===== src/rtl/pio_pkg.sv =====
package pio_pkg;

  localparam int unsigned REG_ADDR_W = 5;

  typedef enum logic [REG_ADDR_W-1:0] {
    RA_OWN_SET   = 5'd0,  RA_OWN_CLR  = 5'd1,  RA_OWN_STAT  = 5'd2,
    RA_OE_SET    = 5'd3,  RA_OE_CLR   = 5'd4,  RA_OE_STAT   = 5'd5,
    RA_FLT_SET   = 5'd6,  RA_FLT_CLR  = 5'd7,  RA_FLT_STAT  = 5'd8,
    RA_DAT_SET   = 5'd9,  RA_DAT_CLR  = 5'd10, RA_DAT_STAT  = 5'd11,
    RA_PIN_STAT  = 5'd12,
    RA_IRQ_SET   = 5'd13, RA_IRQ_CLR  = 5'd14, RA_IRQ_STAT  = 5'd15,
    RA_OD_SET    = 5'd16, RA_OD_CLR   = 5'd17, RA_OD_STAT   = 5'd18,
    RA_PU_SET    = 5'd19, RA_PU_CLR   = 5'd20, RA_PU_STAT   = 5'd21,
    RA_SEL1      = 5'd22, RA_SEL2     = 5'd23,
    RA_FSEL_CLR  = 5'd24, RA_FSEL_SET = 5'd25, RA_FSEL_STAT = 5'd26,
    RA_DIV       = 5'd27,
    RA_PD_SET    = 5'd28, RA_PD_CLR   = 5'd29, RA_PD_STAT   = 5'd30,
    RA_SCHMITT   = 5'd31
  } reg_id_e;

  // Attribute slots held in set/clear register pairs
  localparam int unsigned NUM_ATTR = 9;
  localparam int unsigned A_OWN  = 0;
  localparam int unsigned A_OE   = 1;
  localparam int unsigned A_FLT  = 2;
  localparam int unsigned A_DAT  = 3;
  localparam int unsigned A_IRQ  = 4;
  localparam int unsigned A_OD   = 5;
  localparam int unsigned A_PU   = 6;
  localparam int unsigned A_PD   = 7;
  localparam int unsigned A_FSEL = 8;
  // Slots that come out of reset as all ones
  localparam logic [NUM_ATTR-1:0] ATTR_RST_ONES = NUM_ATTR'((1 << A_OWN) | (1 << A_PU));

  typedef struct packed {
    logic [NUM_ATTR-1:0] attrSet;
    logic [NUM_ATTR-1:0] attrClr;
    logic                sel1Wr;
    logic                sel2Wr;
    logic                divWr;
    logic                schWr;
  } strobe_t;

endpackage


===== src/rtl/pio_attr_reg.sv =====
module pio_attr_reg #(
  parameter int unsigned W = 32,
  parameter logic [W-1:0] RST_VAL = '0
) (
  input  logic         clk,
  input  logic         rstN,
  input  logic         setStb,
  input  logic         clrStb,
  input  logic [W-1:0] mask,
  output logic [W-1:0] state
);

  always_ff @(posedge clk or negedge rstN) begin
    if (!rstN) begin
      state <= RST_VAL;
    end else if (setStb) begin
      state <= state | mask;
    end else if (clrStb) begin
      state <= state & ~mask;
    end
  end

endmodule


===== src/rtl/pio_infilter.sv =====
module pio_infilter #(
  parameter int unsigned W           = 32,
  parameter int unsigned DIV_W       = 16,
  parameter int unsigned SYNC_STAGES = 2
) (
  input  logic             clk,
  input  logic             rstN,
  input  logic [W-1:0]     pinIn,
  input  logic [DIV_W-1:0] divVal,
  input  logic [W-1:0]     fltEn,
  input  logic [W-1:0]     fltDeb,
  output logic [W-1:0]     level
);

  logic [SYNC_STAGES-1:0][W-1:0] syncQ;
  logic [W-1:0] syncOut;
  logic [W-1:0] gPrev, gOut;
  logic [W-1:0] dHist, dOut;
  logic [DIV_W-1:0] divCnt;
  logic tick;

  // Synchroniser chain, length set by SYNC_STAGES
  generate
    for (genvar s = 0; s < SYNC_STAGES; s++) begin : g_sync
      if (s == 0) begin : g_first
        always_ff @(posedge clk or negedge rstN) begin
          if (!rstN) syncQ[0] <= '0;
          else       syncQ[0] <= pinIn;
        end
      end else begin : g_next
        always_ff @(posedge clk or negedge rstN) begin
          if (!rstN) syncQ[s] <= '0;
          else       syncQ[s] <= syncQ[s-1];
        end
      end
    end
  endgenerate

  assign syncOut = syncQ[SYNC_STAGES-1];

  // Glitch filter: follow only when two consecutive samples agree
  always_ff @(posedge clk or negedge rstN) begin
    if (!rstN) begin
      gPrev <= '0;
      gOut  <= '0;
    end else begin
      gPrev <= syncOut;
      gOut  <= (syncOut & gPrev) | (gOut & (syncOut | gPrev));
    end
  end

  // Slow sample tick for the debounce filter
  assign tick = (divCnt >= divVal);

  always_ff @(posedge clk or negedge rstN) begin
    if (!rstN)     divCnt <= '0;
    else if (tick) divCnt <= '0;
    else           divCnt <= divCnt + 1'b1;
  end

  // Debounce filter: follow only when two consecutive ticks agree
  always_ff @(posedge clk or negedge rstN) begin
    if (!rstN) begin
      dHist <= '0;
      dOut  <= '0;
    end else if (tick) begin
      dHist <= syncOut;
      dOut  <= (syncOut & dHist) | (dOut & (syncOut | dHist));
    end
  end

  assign level = (~fltEn & syncOut)
               | (fltEn & ~fltDeb & gOut)
               | (fltEn &  fltDeb & dOut);

endmodule


===== src/rtl/pio_ctrl.sv =====
module pio_ctrl
  import pio_pkg::*;
(
  input  logic                  busWr,
  input  logic [REG_ADDR_W-1:0] busAddr,
  output strobe_t               stb,
  output reg_id_e               rdSel
);

  assign rdSel = reg_id_e'(busAddr);

  always_comb begin
    stb = '0;
    if (busWr) begin
      case (rdSel)
        RA_OWN_SET:  stb.attrSet[A_OWN]  = 1'b1;
        RA_OWN_CLR:  stb.attrClr[A_OWN]  = 1'b1;
        RA_OE_SET:   stb.attrSet[A_OE]   = 1'b1;
        RA_OE_CLR:   stb.attrClr[A_OE]   = 1'b1;
        RA_FLT_SET:  stb.attrSet[A_FLT]  = 1'b1;
        RA_FLT_CLR:  stb.attrClr[A_FLT]  = 1'b1;
        RA_DAT_SET:  stb.attrSet[A_DAT]  = 1'b1;
        RA_DAT_CLR:  stb.attrClr[A_DAT]  = 1'b1;
        RA_IRQ_SET:  stb.attrSet[A_IRQ]  = 1'b1;
        RA_IRQ_CLR:  stb.attrClr[A_IRQ]  = 1'b1;
        RA_OD_SET:   stb.attrSet[A_OD]   = 1'b1;
        RA_OD_CLR:   stb.attrClr[A_OD]   = 1'b1;
        RA_PU_SET:   stb.attrSet[A_PU]   = 1'b1;
        RA_PU_CLR:   stb.attrClr[A_PU]   = 1'b1;
        RA_PD_SET:   stb.attrSet[A_PD]   = 1'b1;
        RA_PD_CLR:   stb.attrClr[A_PD]   = 1'b1;
        RA_FSEL_SET: stb.attrSet[A_FSEL] = 1'b1;
        RA_FSEL_CLR: stb.attrClr[A_FSEL] = 1'b1;
        RA_SEL1:     stb.sel1Wr          = 1'b1;
        RA_SEL2:     stb.sel2Wr          = 1'b1;
        RA_DIV:      stb.divWr           = 1'b1;
        RA_SCHMITT:  stb.schWr           = 1'b1;
        default:     ;
      endcase
    end
  end

endmodule


===== src/rtl/pio_datapath.sv =====
module pio_datapath
  import pio_pkg::*;
#(
  parameter int unsigned W           = 32,
  parameter int unsigned DIV_W       = 16,
  parameter int unsigned SYNC_STAGES = 2
) (
  input  logic              clk,
  input  logic              rstN,
  input  strobe_t           stb,
  input  reg_id_e           rdSel,
  input  logic [W-1:0]      wrData,
  output logic [W-1:0]      rdData,
  input  logic [W-1:0]      pinIn,
  input  logic [3:0][W-1:0] perOut,
  input  logic [3:0][W-1:0] perOe,
  output logic [W-1:0]      padOut,
  output logic [W-1:0]      padOe,
  output logic [W-1:0]      padPullUp,
  output logic [W-1:0]      padPullDown,
  output logic [W-1:0]      padSchmittOff,
  output logic [W-1:0]      pinLevel,
  output logic [W-1:0]      ownState,
  output logic [W-1:0]      odState,
  output logic [W-1:0]      fltState
);

  logic [NUM_ATTR-1:0][W-1:0] attrQ;
  logic [W-1:0]     sel1Q, sel2Q, schQ;
  logic [DIV_W-1:0] divQ;

  // Set/clear attribute registers
  generate
    for (genvar k = 0; k < NUM_ATTR; k++) begin : g_attr
      pio_attr_reg #(
        .W      (W),
        .RST_VAL({W{ATTR_RST_ONES[k]}})
      ) attr_i (
        .clk   (clk),
        .rstN  (rstN),
        .setStb(stb.attrSet[k]),
        .clrStb(stb.attrClr[k]),
        .mask  (wrData),
        .state (attrQ[k])
      );
    end
  endgenerate

  // Plain read/write registers
  always_ff @(posedge clk or negedge rstN) begin
    if (!rstN) begin
      sel1Q <= '0;
      sel2Q <= '0;
      schQ  <= '0;
      divQ  <= '0;
    end else begin
      if (stb.sel1Wr) sel1Q <= wrData;
      if (stb.sel2Wr) sel2Q <= wrData;
      if (stb.schWr)  schQ  <= wrData;
      if (stb.divWr)  divQ  <= wrData[DIV_W-1:0];
    end
  end

  // Input path
  pio_infilter #(
    .W          (W),
    .DIV_W      (DIV_W),
    .SYNC_STAGES(SYNC_STAGES)
  ) filt_i (
    .clk   (clk),
    .rstN  (rstN),
    .pinIn (pinIn),
    .divVal(divQ),
    .fltEn (attrQ[A_FLT]),
    .fltDeb(attrQ[A_FSEL]),
    .level (pinLevel)
  );

  // Per-pin source selection and open-drain shaping
  generate
    for (genvar i = 0; i < W; i++) begin : g_pin
      logic [1:0] fnCode;
      logic srcOut, srcOe;
      assign fnCode = {sel2Q[i], sel1Q[i]};
      assign srcOut = attrQ[A_OWN][i] ? attrQ[A_DAT][i] : perOut[fnCode][i];
      assign srcOe  = attrQ[A_OWN][i] ? attrQ[A_OE][i]  : perOe[fnCode][i];
      assign padOut[i] = srcOut & ~attrQ[A_OD][i];
      assign padOe[i]  = srcOe & ~(attrQ[A_OD][i] & srcOut);
    end
  endgenerate

  assign padPullUp     = attrQ[A_PU];
  assign padPullDown   = attrQ[A_PD] & ~attrQ[A_PU];
  assign padSchmittOff = schQ;
  assign ownState      = attrQ[A_OWN];
  assign odState       = attrQ[A_OD];
  assign fltState      = attrQ[A_FLT];

  always_comb begin
    case (rdSel)
      RA_OWN_STAT:  rdData = attrQ[A_OWN];
      RA_OE_STAT:   rdData = attrQ[A_OE];
      RA_FLT_STAT:  rdData = attrQ[A_FLT];
      RA_DAT_STAT:  rdData = attrQ[A_DAT];
      RA_PIN_STAT:  rdData = pinLevel;
      RA_IRQ_STAT:  rdData = attrQ[A_IRQ];
      RA_OD_STAT:   rdData = attrQ[A_OD];
      RA_PU_STAT:   rdData = attrQ[A_PU];
      RA_PD_STAT:   rdData = attrQ[A_PD];
      RA_FSEL_STAT: rdData = attrQ[A_FSEL];
      RA_SEL1:      rdData = sel1Q;
      RA_SEL2:      rdData = sel2Q;
      RA_SCHMITT:   rdData = schQ;
      RA_DIV:       rdData = W'(divQ);
      default:      rdData = '0;
    endcase
  end

endmodule


===== src/rtl/pio_port_ctrl.sv =====
module pio_port_ctrl
  import pio_pkg::*;
#(
  parameter int unsigned NUM_PINS    = 32,
  parameter int unsigned DIV_W       = 16,
  parameter int unsigned SYNC_STAGES = 2
) (
  input  logic                  clk,
  input  logic                  rstN,
  input  logic                  busWr,
  input  logic [REG_ADDR_W-1:0] busAddr,
  input  logic [NUM_PINS-1:0]   busWrData,
  output logic [NUM_PINS-1:0]   busRdData,
  input  logic [NUM_PINS-1:0]   pinIn,
  input  logic [NUM_PINS-1:0]   perAOut,
  input  logic [NUM_PINS-1:0]   perBOut,
  input  logic [NUM_PINS-1:0]   perCOut,
  input  logic [NUM_PINS-1:0]   perDOut,
  input  logic [NUM_PINS-1:0]   perAOe,
  input  logic [NUM_PINS-1:0]   perBOe,
  input  logic [NUM_PINS-1:0]   perCOe,
  input  logic [NUM_PINS-1:0]   perDOe,
  output logic [NUM_PINS-1:0]   padOut,
  output logic [NUM_PINS-1:0]   padOe,
  output logic [NUM_PINS-1:0]   padPullUp,
  output logic [NUM_PINS-1:0]   padPullDown,
  output logic [NUM_PINS-1:0]   padSchmittOff,
  output logic [NUM_PINS-1:0]   pinLevel
);

  strobe_t stb;
  reg_id_e rdSel;
  logic [3:0][NUM_PINS-1:0] perOutV, perOeV;
  logic [NUM_PINS-1:0] ownState, odState, fltState;

  assign perOutV = {perDOut, perCOut, perBOut, perAOut};
  assign perOeV  = {perDOe, perCOe, perBOe, perAOe};

  pio_ctrl ctrl_i (
    .busWr  (busWr),
    .busAddr(busAddr),
    .stb    (stb),
    .rdSel  (rdSel)
  );

  pio_datapath #(
    .W          (NUM_PINS),
    .DIV_W      (DIV_W),
    .SYNC_STAGES(SYNC_STAGES)
  ) dp_i (
    .clk          (clk),
    .rstN         (rstN),
    .stb          (stb),
    .rdSel        (rdSel),
    .wrData       (busWrData),
    .rdData       (busRdData),
    .pinIn        (pinIn),
    .perOut       (perOutV),
    .perOe        (perOeV),
    .padOut       (padOut),
    .padOe        (padOe),
    .padPullUp    (padPullUp),
    .padPullDown  (padPullDown),
    .padSchmittOff(padSchmittOff),
    .pinLevel     (pinLevel),
    .ownState     (ownState),
    .odState      (odState),
    .fltState     (fltState)
  );

endmodule


===== config.mk =====
export PLATFORM = sky130hd
export DESIGN_NAME = pio_port_ctrl
export DESIGN_NICKNAME = d
export VERILOG_FILES = /design/src/rtl/pio_pkg.sv /design/src/rtl/pio_attr_reg.sv /design/src/rtl/pio_infilter.sv /design/src/rtl/pio_ctrl.sv /design/src/rtl/pio_datapath.sv /design/src/rtl/pio_port_ctrl.sv
export SDC_FILE = /design/constraint.sdc
export NUM_CORES = 1
export LEC_CHECK = 0
export BUFFER_PORTS_ARGS = -buffer_cell sky130_fd_sc_hd__buf_2
export CAP_MARGIN = 40
export CORE_AREA = 2 2 275 277
export DETAILED_ROUTE_END_ITERATION = 16
export DIE_AREA = 0 0 277 279
export PLACE_DENSITY = 0.71
export SKIP_CTS_REPAIR_TIMING = 1
export SYNTH_ARGS = -nofsm -noshare
export SYNTH_HDL_FRONTEND = slang
export SYNTH_SLANG_ARGS = --single-unit
export TNS_END_PERCENT = 20

===== constraint.sdc =====
create_clock -name clk -period 2.55 [get_ports clk]
set_input_delay 0.1275 -clock clk [delete_from_list [all_inputs] [get_ports clk]]
set_output_delay 0.1275 -clock clk [all_outputs]
set_load 0.01 [all_outputs]

==> summary.txt, run 1 <==
Global routing
  – Total GRT Usage: 0.271
  – Largest net degree at the start of global routing: 77
  – Vias in the first global route: 24300
  – First-pass GRT wire length: 158000 um
  – GRT Residual Overflow: 0
  – Initial antenna violation count: 4

Clock tree
  – H-tree depth: 3
  – Worst skew pair latency: just over 0.6 ns
  – CTS tree: done
  – Root Driver: clkbuf_16
  – CTS Buffer Depth: 3
  – Sink Count: 608
  – Clock Pin Slew Worst Setup and Hold Paths: 0.06 ns
  – Num CTS Buffers: roughly 70

Floorplan
  – Die Width: about 280 um
  – Die height: 279 um
  – Die Area: 0.0773 mm^2
  – Rows: 100
  – Initial Utilization: 0.398
  – Core outline area: between 0.07 and 0.08 mm^2
  – # IOs: around 550

Placement
  – Port bufs: about 550
  – Hpwl dp: 73400 um
  – Pre-CTS WS: 0.144 ns
  – Dpl cells: between 4000 and 5000
  – GP Congestion: just under 0.9

Synth
  – Synth Cell Area: 0.0295 mm^2
  – Most frequent cell after synthesis: dfrtp_1
  – Ranking of synthesized cells by area: dfrtp_1, dfstp_2, mux2_2
  – Asr flop ratio synth: 1.00
  – Largest area contributor in the netlist: dfrtp_1
  – Yosys reg bits: 608
  – Number of synthesized flops with an enable pin: 0
  – Commonest cells post-synth: dfrtp_1, nand2_1, a22o_1
  – Average cell area after synthesis: 11.1 um^2
  – Yosys warns: 0
  – Post-Syn Nets: 2992
  – Post-synthesis sequential area ratio: 0.519
  – Count of unique library cells instantiated by Yosys: 56
  – Post-synthesis cell count: 2647
  – Area share of the largest cell type after synthesis: 0.462
  – Top_reg_cell synth: dfrtp_1

STA
  – Worst-Margin Slew: 0.935 ns
  – Tmin final: 2.59 ns
  – Final max-slew violation count: 0
  – RSZ-0062 raised after global routing: yes
  – Setup violators final: 1
  – Max Clock Skew: 0.0322 ns
  – Final Hold Fails: 0
  – Worst setup margin: -0.0414 ns
  – Relative slew margins: 0.377
  – Setup_tns: -0.0414 ns
  – Final period util: 1.02
  – Fmax: 386 MHz

Detailed routing
  – DR DRC count: 0
  – Antenna viol nets, final: 0
  – DR WL/cell: 25.3 um
  – Via count: 24900
  – Initial DRC count: 2664
  – 1st-pass router iterations: 6
  – Final WL: 107000 um
  – Vias per Instance: roughly 5.9

Critical path
  – Crit-path slowest cell: a222oi_1
  – Crit. End Element: output pin
  – CP max stage delay: 0.55 ns
  – Crit-path cells: mux2i_2 > a21oi_2 > a222oi_1 > buf_4 > nand4_1 > buf_2
  – Worst Reg2Reg Path Length in Cells: 8
  – Crit-path max FO: 3
  – Crit path DAT: 2.46 ns
  – Worst setup path category: reg -> out
  – WP data required: ~2.4 ns
  – Worst Setup Start Kind: register
  – R2R setup slack: between 0.1 and 0.15 ns

Outcome
  – Status: finished, violations left
  – Failing checks: setup timing

Final layout
  – Layout cells sized above 1: 0.336
  – Area delta synth->final: 24.8%
  – Fill cells: around 6600
  – Final Net Count: 3564
  – Non-Filler Instances: 4245

Worst hold path
  – Hold WC Path Type: in -> reg
  – Hold path cells: 3

Flow run
  – Max Cap Violations: 0

Power
  – Pwr per Cell Area: 765 mW/mm^2
  – Leak: around 17 nW
  – Max IR drop VDD: about 0.54 mV
## kinds of logic after synthesis
| family | Yosys count | share of synthesized area |
|---|---|---|
| AND/OR/NAND/NOR | 671 | 0.100 |
| AO/OA/AOI/OAI | 579 | 0.145 |
| adder cells (fa/ha/maj) | 49 | 0.0181 |
| flip-flops | 608 | 0.519 |
| XOR/XNOR | 14 | 0.00416 |
| multiplexers | 368 | 0.160 |
| buffers and inverters | 358 | 0.0536 |
## final cells by class
class / instances / area, um^2 / area share
diodes: 2 / 5.00 / 0.000136
repair buffers: 731 / 4640 / 0.126
inverters: 128 / 480 / 0.0131
multi-input cells: 1681 / 12900 / 0.349
flip-flops and latches: 608 / 15300 / 0.416
well taps: 969 / 1210 / 0.0329
clock inverters: 23 / 268 / 0.00728
clock buffers: 103 / 2040 / 0.0554
## worst max-delay path, delay by kind of cell (launching register included)
kind / cells / cell delay, ns
simple gates: 1 / 0.12
compound gates: 2 / 0.64
flops: 1 / 0.42
buf+inv: 2 / 0.41
mux: 1 / 0.24
## cells in the final DEF (no fill, tap or decap), types with 19 or more instances in the layout
cell type        n
inv_1          127
nor2_1         113
a221oi_1        35
nand2_1        411
maj3_1          32
buf_2          549
nand4_1         37
a22oi_1         91
and3_1          24
buf_12          25
o311ai_0        32
clkbuf_16       73
o211ai_1        33
mux2i_1        142
dlygate4sd3_1   66
clkbuf_1        19
dfstp_2         64
a22o_1         163
mux2_2         146
mux4_2          64
a21oi_1         84
dfrtp_1        542
a222oi_1        30
o21ai_0         78
buf_4           86
nor2b_1         33
## where the power goes
| group | total [W] | internal, W | switching, W | leakage, nW |
|---|---|---|---|---|
| combinational | 0.00524 | 0.00255 | 0.00270 | 8.66 |
| sequential | 0.0127 | 0.0112 | 0.00155 | 7.43 |
| clock | 0.0102 | 0.00606 | 0.00411 | 1.13 |
| total | 0.0282 | 0.0198 | 0.00836 | 17.2 |
## routing by layer
metal,track usage,wire (um),up-vias
met3,0.0642,10600,228
met1,0.364,43600,12500
li1,-,-,10700
met2,0.429,49600,1432
met5,0,12,-
met4,0.0971,3630,2
## stage by stage
stage,utilization,power [W],hold WS (ns),cell area (um^2)
3_5_place_dp,0.455,0.0180,0.155,33700
5_1_grt,0.497,0.0294,0.0564,36800
3_3_place_gp,0.455,0.0178,0.159,33700
2_1_floorplan,-,0.0155,-0.168,29500
4_1_cts,0.487,0.0281,-0.497,36000
6_report,0.497,0.0282,0.0716,36800
## path summary, 6_finish.rpt
check                                                   to                   from
min in group asynchronous            dp_i.filt_i.syncQ[17]                   rstN
worst max register to register       dp_i.filt_i.dHist[22]          dp_i.divQ[13]
worst max-delay path                          busRdData[4]               register
max in group asynchronous       asynchronous set/reset pin                   rstN
worst min-delay path                              register             busAddr[0]
worst min register to register     dp_i.filt_i.syncOut[29]  dp_i.filt_i.syncQ[29]
No activity file was read; power rests on OpenSTA's default activity.
==> inputs of run 2 (changes only) <==
==> constraint.sdc (replaced) <==
create_clock -name clk -period 2.55 [get_ports clk]
set_input_delay 0.51 -clock clk [delete_from_list [all_inputs] [get_ports clk]]
set_output_delay 0.51 -clock clk [all_outputs]
set_load 0.01 [all_outputs]
==> summary.txt, run 2 (synthesis results as in run 1) <==
Outcome
  – Status: finished, violations left
  – Failing checks: setup timing

Critical path
  – Setup crit end: busRdData[2]
  – Worst Reg2Reg Path Length in Cells: 8
  – Crit path DAT: 2.41 ns
  – Worst r2r dst: dp_i.filt_i.dHist[29]
  – R2R setup slack: about 0.07 ns
  – Worst Setup Start Kind: register
  – WP data required: 2.04 ns
  – RR Startpoint: dp_i.divQ[6]
  – Crit. End Element: output pin
  – Worst setup path category: reg -> out
  – Crit-path max FO: 2

Detailed routing
  – DR WL/cell: 25.5 um
  – DR DRC count: 0
  – Initial DRC count: around 2700
  – Antenna viol nets, final: 0
  – Vias per Instance: 5.85
  – 1st-pass router iterations: 8
  – Final WL: about 110000 um
  – Via count: 25400

STA
  – Max Clock Skew: 0.0337 ns
  – Worst-Margin Slew: 0.595 ns
  – Relative slew margins: 0.604
  – Final Hold Fails: 0
  – WHS: 0.0165 ns
  – Final max-slew violation count: 0
  – Setup violators final: 51
  – Fmax: ~340 MHz
  – Final period util: 1.14
  – Setup_tns: -4.30 ns
  – RSZ-0062 raised after global routing: yes
  – Tmin final: between 2 and 3 ns
  – Worst setup margin: -0.368 ns

Placement
  – Dpl cells: 4121
  – GP Congestion: between 0.8 and 0.9
  – Port bufs: around 550
  – Hpwl dp: approximately 75000 um

Global routing
  – Largest net degree at the start of global routing: a little over 90
  – Vias in the first global route: 24600
  – Initial antenna violation count: 4
  – Total GRT Usage: 0.275
  – GRT Residual Overflow: 0
  – First-pass GRT wire length: 159000 um

Power
  – Leak: approximately 18 nW
  – Pint: 0.0201 W
  – Sw Share: 0.300
  – Clk pwr share: 0.354
  – Reg power frac: 0.448
  – Pwr per Cell Area: 752 mW/mm^2
  – Psw: 0.00865 W
  – Max IR drop VDD: 0.541 mV
  – Comb pwr share: 0.198

Final layout
  – Non-Filler Instances: ~4300
  – Commonest cells after routing, fill and taps aside: buf_2, dfrtp_1, nand2_1
  – Area delta synth->final: 29.9%
  – Most common cell after layout, fill and taps aside: buf_2
  – Final Util: 0.517
  – Layout cells sized above 1: 0.398
  – Final Net Count: 3648

Clock tree
  – Sink Count: 608
  – CTS tree: done
  – Num CTS Buffers: between 60 and 70
  – CTS Buffer Depth: 3
  – Root Driver: clkbuf_16
  – Clock Pin Slew Worst Setup and Hold Paths: roughly 0.060 ns
  – Worst skew pair latency: 0.63 ns
  – H-tree depth: 3

Flow run
  – Max Cap Violations: 0

Worst hold path
  – Hold WC Path Type: in -> reg

Floorplan
  – # IOs: roughly 550
  – Core outline area: ~0.074 mm^2
  – Initial Utilization: 0.398
  – Die height: about 280 um
  – Rows: 100
  – Die Area: 0.0773 mm^2
  – Die Width: 277 um
[run 2: layout make-up]
class | instances | area (um^2)
fillers | 6366 | 35800
diodes | 4 | 10.0
clock buffers | 103 | 2090
multi-input cells | 1681 | 13200
inverters | 128 | 485
well taps | 969 | 1210
clock inverters | 22 | 244
repair buffers | 815 | 5700
flip-flops and latches | 608 | 15300
[run 2: metrics by stage]
step / instance area [um^2] / setup slack, ns / total power [W]
after floorplan: 29500 / 0.126 / 0.0155
after global placement: 34500 / -0.249 / 0.0181
after detailed placement: 34600 / -0.285 / 0.0182
after CTS: 36900 / -0.485 / 0.0284
after global routing: 38300 / -0.438 / 0.0300
final: 38300 / -0.368 / 0.0288
[run 2: critical path, cell delays in order (launching register included)]
cell and delay [ns]:
dfrtp_1 0.38, mux2i_2 0.25, a21oi_2 0.09, a222oi_1 0.47, buf_4 0.20, and3_1 0.13, nand4_1 0.10, buf_2 0.18
[run 2: per-layer routing]
| metal | part of all wire | global-route usage | vias to the layer above |
|---|---|---|---|
| met3 | 0.096 | 0.0651 | 297 |
| met1 | 0.40 | 0.368 | 12600 |
| met4 | 0.047 | 0.113 | 2 |
| met2 | 0.45 | 0.431 | 1491 |
| met5 | 0.00012 | 0 | - |
| li1 | - | - | 10900 |
[run 2: worst min path at each step]
stage                                       to             startpoint  slack, ns  cells past startpoint
finish                   dp_i.filt_i.syncQ[10]              pinIn[10]       0.02                      1
CTS                      dp_i.filt_i.syncQ[17]                   rstN      -0.21                      1
detailed placement     dp_i.filt_i.syncOut[17]  dp_i.filt_i.syncQ[17]       0.33                      0
global route              dp_i.filt_i.syncQ[3]               pinIn[3]      0.003                      1
floorplan           asynchronous set/reset pin                   rstN       0.21                      0
global placement       dp_i.filt_i.syncOut[22]  dp_i.filt_i.syncQ[22]       0.33                      0
[run 2: power groups by stage]
stage | Sequential (W) | Combinational (W) | Clock [W]
3_3_place_gp | 0.0129 | 0.00513 | 0
6_report | 0.0129 | 0.00571 | 0.0102
2_1_floorplan | 0.0123 | 0.00322 | 0
3_5_place_dp | 0.0129 | 0.00527 | 0
4_1_cts | 0.0128 | 0.00529 | 0.0103
5_1_grt | 0.0130 | 0.00617 | 0.0108
